$ cat src/rtl/scaled_add_unit.sv
module scaled_add_unit #(
  parameter int XLEN = 64,
  parameter int SCW  = 2
) (
  input  logic            clk,
  input  logic            rst,
  input  logic            in_valid,
  input  logic [1:0]      op_sel,
  input  logic [SCW-1:0]  scale,
  input  logic            rec_en,
  input  logic [XLEN-1:0] base,
  input  logic [XLEN-1:0] index,
  output logic            res_valid,
  output logic [XLEN-1:0] res_value,
  output logic            res_illegal,
  output logic            flag_valid,
  output logic [2:0]      flags
);
  localparam int HALF = XLEN / 2;
  localparam int SHW  = SCW + 1;
  localparam logic [1:0] OP_FULL = 2'b00;
  localparam logic [1:0] OP_SWRD = 2'b01;
  localparam logic [1:0] OP_UWRD = 2'b10;

  logic [XLEN-1:0] idx_ext, idx_sh, sum, nxt_val;
  logic [SHW-1:0]  amt;
  logic            bad_op;
  logic [2:0]      nxt_flags;

  assign amt = {1'b0, scale} + SHW'(1);

  always_comb begin
    case (op_sel)
      OP_FULL: idx_ext = index;
      OP_SWRD: idx_ext = {{HALF{index[HALF-1]}}, index[HALF-1:0]};
      OP_UWRD: idx_ext = {{HALF{1'b0}}, index[HALF-1:0]};
      default: idx_ext = '0;
    endcase
  end

  assign idx_sh  = idx_ext << amt;
  assign sum     = base + idx_sh;
  assign bad_op  = (op_sel == 2'b11);
  assign nxt_val = bad_op ? '0 : sum;

  assign nxt_flags = nxt_val[XLEN-1] ? 3'b100 :
                     (nxt_val == '0) ? 3'b001 : 3'b010;

  always_ff @(posedge clk) begin
    if (rst) begin
      res_valid   <= 1'b0;
      flag_valid  <= 1'b0;
      res_value   <= '0;
      res_illegal <= 1'b0;
      flags       <= '0;
    end else begin
      res_valid  <= in_valid;
      flag_valid <= in_valid & rec_en;
      if (in_valid) begin
        res_value   <= nxt_val;
        res_illegal <= bad_op;
        if (rec_en) flags <= nxt_flags;
      end
    end
  end
endmodule

$ cat config.mk
export PLATFORM = sky130hd
export DESIGN_NAME = scaled_add_unit
export DESIGN_NICKNAME = d
export VERILOG_FILES = /design/src/rtl/scaled_add_unit.sv
export SDC_FILE = /design/constraint.sdc
export NUM_CORES = 1
export LEC_CHECK = 0
export CORE_MARGIN = 2
export CORE_UTILIZATION = 53
export CTS_CLUSTER_DIAMETER = 60
export CTS_CLUSTER_SIZE = 25
export DETAILED_ROUTE_END_ITERATION = 10
export HOLD_SLACK_MARGIN = 0.15
export PLACE_DENSITY = 0.83
export RECOVER_POWER = 100
export SLEW_MARGIN = 20
export SYNTH_ARGS = -nofsm -noshare
export SYNTH_HDL_FRONTEND = slang
export SYNTH_SLANG_ARGS = --single-unit
$ cat constraint.sdc
create_clock -name clk -period 10.05 [get_ports clk]
set_input_delay 2.01 -clock clk [delete_from_list [all_inputs] [get_ports clk]]
set_output_delay 2.01 -clock clk [all_outputs]
set_load 0.005 [all_outputs]
==> qor.txt <==
Min-Delay Path Class: reg -> reg
F_max: 111 MHz
Top cell type's share of synthesized area: 14.6%
Register area share after synthesis: 14.6%
Post-synth ARST share: 0%
Area leader, netlist: dfxtp_1
Ports: 206
DP Wirelength: 26.9 mm
Number of setup buffers added after CTS: 0
Number of global-route vias before repair: 10300
Final WS setup: 1.03 ns
Final setup fails: 0
Min cycle time layout: 9.02 ns
Pre-CTS setup slack: 1.48 ns
CORE AREA: 17800 um2
CP max-delay cell: clkbuf_1
Setup CP Type: in -> reg
Initial DRC count: 840
Initial antenna violation count: 0
Worst-skew pair later-pin latency: 0.33 ns
Area Growth Syn to Fin: 25.1%
Post-synth EDFFs: 0
Status: complete, but fails checks
Final Max Tran Viols: 105
VDD IR max: 110 uV
R2R depth: 3
Most common cell after layout, fill and taps aside: clkdlybuf4s50_1
Top FF cell, synth: dfxtp_1
Sequential Power Share: 19.8%
Post-cts sizing count: 0
Synth Instances: 1285
FILL cells: 1562
Pwr per Cell Area: 138 nW/um2
Buffers and inverters on the worst path: 3
Synth top area cells: dfxtp_1 15%, ha_1 9.6%, mux2i_1 9.5%
Max-Slew Margin vs Limit: -99.4%
Hold endpoint: res_value[0]$_SDFFE_PP0P_
Hold Path Depth: 2
Logic pwr share: 57.9%
Per-cell routed wire length: 20.4 um
Storage cell area: 1400 um2
Internal Pwr Total: 0.959 mW
DR pass1 iterations: 5
Largest net degree at the start of global routing: 71
Floorplan row count: 49
Startpoint types: input port
RSZ-0062 raised after global routing: false
Failing checks: capacitance limit, slew limit
RR Startpoint: res_value[29]$_SDFFE_PP0P_
Starting density of the core: 53.8%
Final Hold Vio Count: 0
Share of layout cells above drive strength 1: 6.31%
Net Sw Power: 0.698 mW
Crit path DAT: 9.26 ns
Clock root buffer: clkbuf_16
Die Area: 19200 um2
WHS: 0.458 ns
Clock power share: 22.3%
Final worst-path cycle share: 89.8%
Num CTS Buffers: 9
Reg-to-reg slack, setup: 9.16 ns
CTS Hold Bufs: 0
Sink Count: 70
Sw frac: 42.1%
CP cell instances: dlygate4sd3_1 > ha_4 > clkinv_1 > clkbuf_1 > nor2_1 > a31o_2 > ha_1 > nand4_1 > or3_1 > or4b_1 > o221a_1 > o41ai_4 > nor2_2 > a2111o_1 > or4_1 > o31a_1 > or3_4 > o41ai_2
Req. time, crit path: 10.28 ns
Vias per cell: 6.49
Synthesis-stage register bit count: 70
Multi-input logic area: 7790 um2
WL final: 33.8 mm
Mapped Avg Cell Area: 7.47 um2
CP endpoint kind: flip-flop
CTS tree: yes
DRC violations left: 0
TNS Setup: 0 ns
Die Y-Extent: 139 um
Skew final: 0 ns
Slowest stage delay, CP: 1.22 ns
Clock slew at reported path FFs: 0.06 ns
RR Endpoint: res_value[29]$_SDFFE_PP0P_
RD Place Congestion: 1.02
Delay-heaviest family, CP: simple AND/OR/NAND/NOR gates
Area of the mapped netlist: 9600 um2
Longest Clk Path Bufs: 2
Die width: 139 um
Static Leakage: 5.06 nW
Post-route ant nets: 0
H-tree levels: 3
Unique cell type count in the Yosys netlist: 81
Port Buf Inserts: 205
Vias after detailed routing: 10700
GRT Residual Overflow: 0
First-pass GRT wire length: 53.6 mm
Max Cap Violations: 2
Hold path start: res_value[0]$_SDFFE_PP0P_
Most frequent cells in the layout: 130 x clkdlybuf4s50_1, 126 x nor2_1, 124 x a21oi_1
Slew @ Worst Pin: 2.99 ns
Crit-path max FO: 58
Total GRT Usage: 34.1%
Syn_nets: 1496
Ant. Diodes: 0
Nets: 1632
Ys Warns: 0
## cell usage after synthesis (5+ instances only)
cell and n:
a211oi_1 10, a21o_1 30, a21oi_1 124, a22oi_1 34, a31o_2 11, a31oi_1 8
and2_1 14, buf_1 15, clkbuf_1 71, dfxtp_1 70, ha_1 74, inv_1 20
mux2_2 8, mux2i_1 91, mux4_2 28, nand2_1 109, nand2b_1 8, nand3_1 50
nand3b_1 5, nand4_1 26, nor2_1 127, nor2b_1 7, nor3_1 28, nor4_1 8
o211ai_1 8, o21a_1 15, o21ai_0 107, o21bai_1 15, o22ai_1 6, o2bb2ai_1 5
o41ai_1 6, or2_2 10, or3_1 9, xnor2_1 31, xor2_1 17
## worst reg2reg max path, cell delays in order, from the launching register on
cell	delay [ns]
dfxtp_1	0.32
nor2b_1	0.13
a41oi_1	0.22
nor2_1	0.07
## cell type report
type | instances | area share (%)
Clock buffer | 13 | 2.17
Sequential cell | 70 | 11.7
Clock inverter | 3 | 0.750
Tap cell | 229 | 2.39
Timing Repair Buffer | 214 | 17.5
Inverter | 22 | 0.688
Multi-Input combinational cell | 1104 | 64.8
## logic make-up after synthesis
group | count (synthesis) | share of synthesized area [%]
multiplexers | 127 | 17.0
buffers and inverters | 111 | 4.38
flip-flops | 70 | 14.6
XOR/XNOR | 48 | 4.38
adder cells (fa/ha/maj) | 75 | 9.85
AND/OR/NAND/NOR | 426 | 21.3
AO/OA/AOI/OAI | 428 | 28.5
## registers in the layout, indices dropped and copies added (netlist names)
signal	count
res_illegal	1
flags	3
flag_valid	1
res_value	64
res_valid	1
## how the worst max path moves through the flow
stage / slack, ns / end / from / cells after the start
after floorplan: 2.02 / flags[0]$_SDFFE_PP0P_ / scale[0] / 20
after global placement: 1.60 / flags[0]$_SDFFE_PP0P_ / scale[1] / 19
after detailed placement: 1.48 / flags[0]$_SDFFE_PP0P_ / scale[1] / 19
after CTS: 1.80 / flags[0]$_SDFFE_PP0P_ / scale[1] / 19
after global routing: 0.69 / flags[0]$_SDFFE_PP0P_ / scale[1] / 19
final: 1.03 / flags[0]$_SDFFE_PP0P_ / scale[1] / 18
## power groups by stage
stage                     Clock, mW  Combinational [mW]  Sequential [mW]
final                         0.370               0.959            0.328
after CTS                     0.371               0.951            0.329
after global placement            0               0.935            0.334
after detailed placement          0               0.941            0.334
after floorplan                   0               0.613            0.334
after global routing          0.385                1.03            0.331
## layer usage
layer	vias up	part of all wire, %	GRT usage (%)
li1	5120	-	-
met1	5064	39	39.2
met2	447	50	62.6
met3	103	5.4	5.01
met4	0	5.0	15.3
met5	-	0	0
## per-stage QoR
step	instances	utilization, %	cell area [um2]	power, mW
final	1655	67.3	12000	1.66
after global routing	1655	67.3	12000	1.75
after CTS	1655	67.4	12000	1.65
after detailed placement	1639	65.5	11700	1.28
after global placement	1639	65.5	11700	1.27
after floorplan	1285	-	9600	0.947
Power figures use the tool's default switching activity.
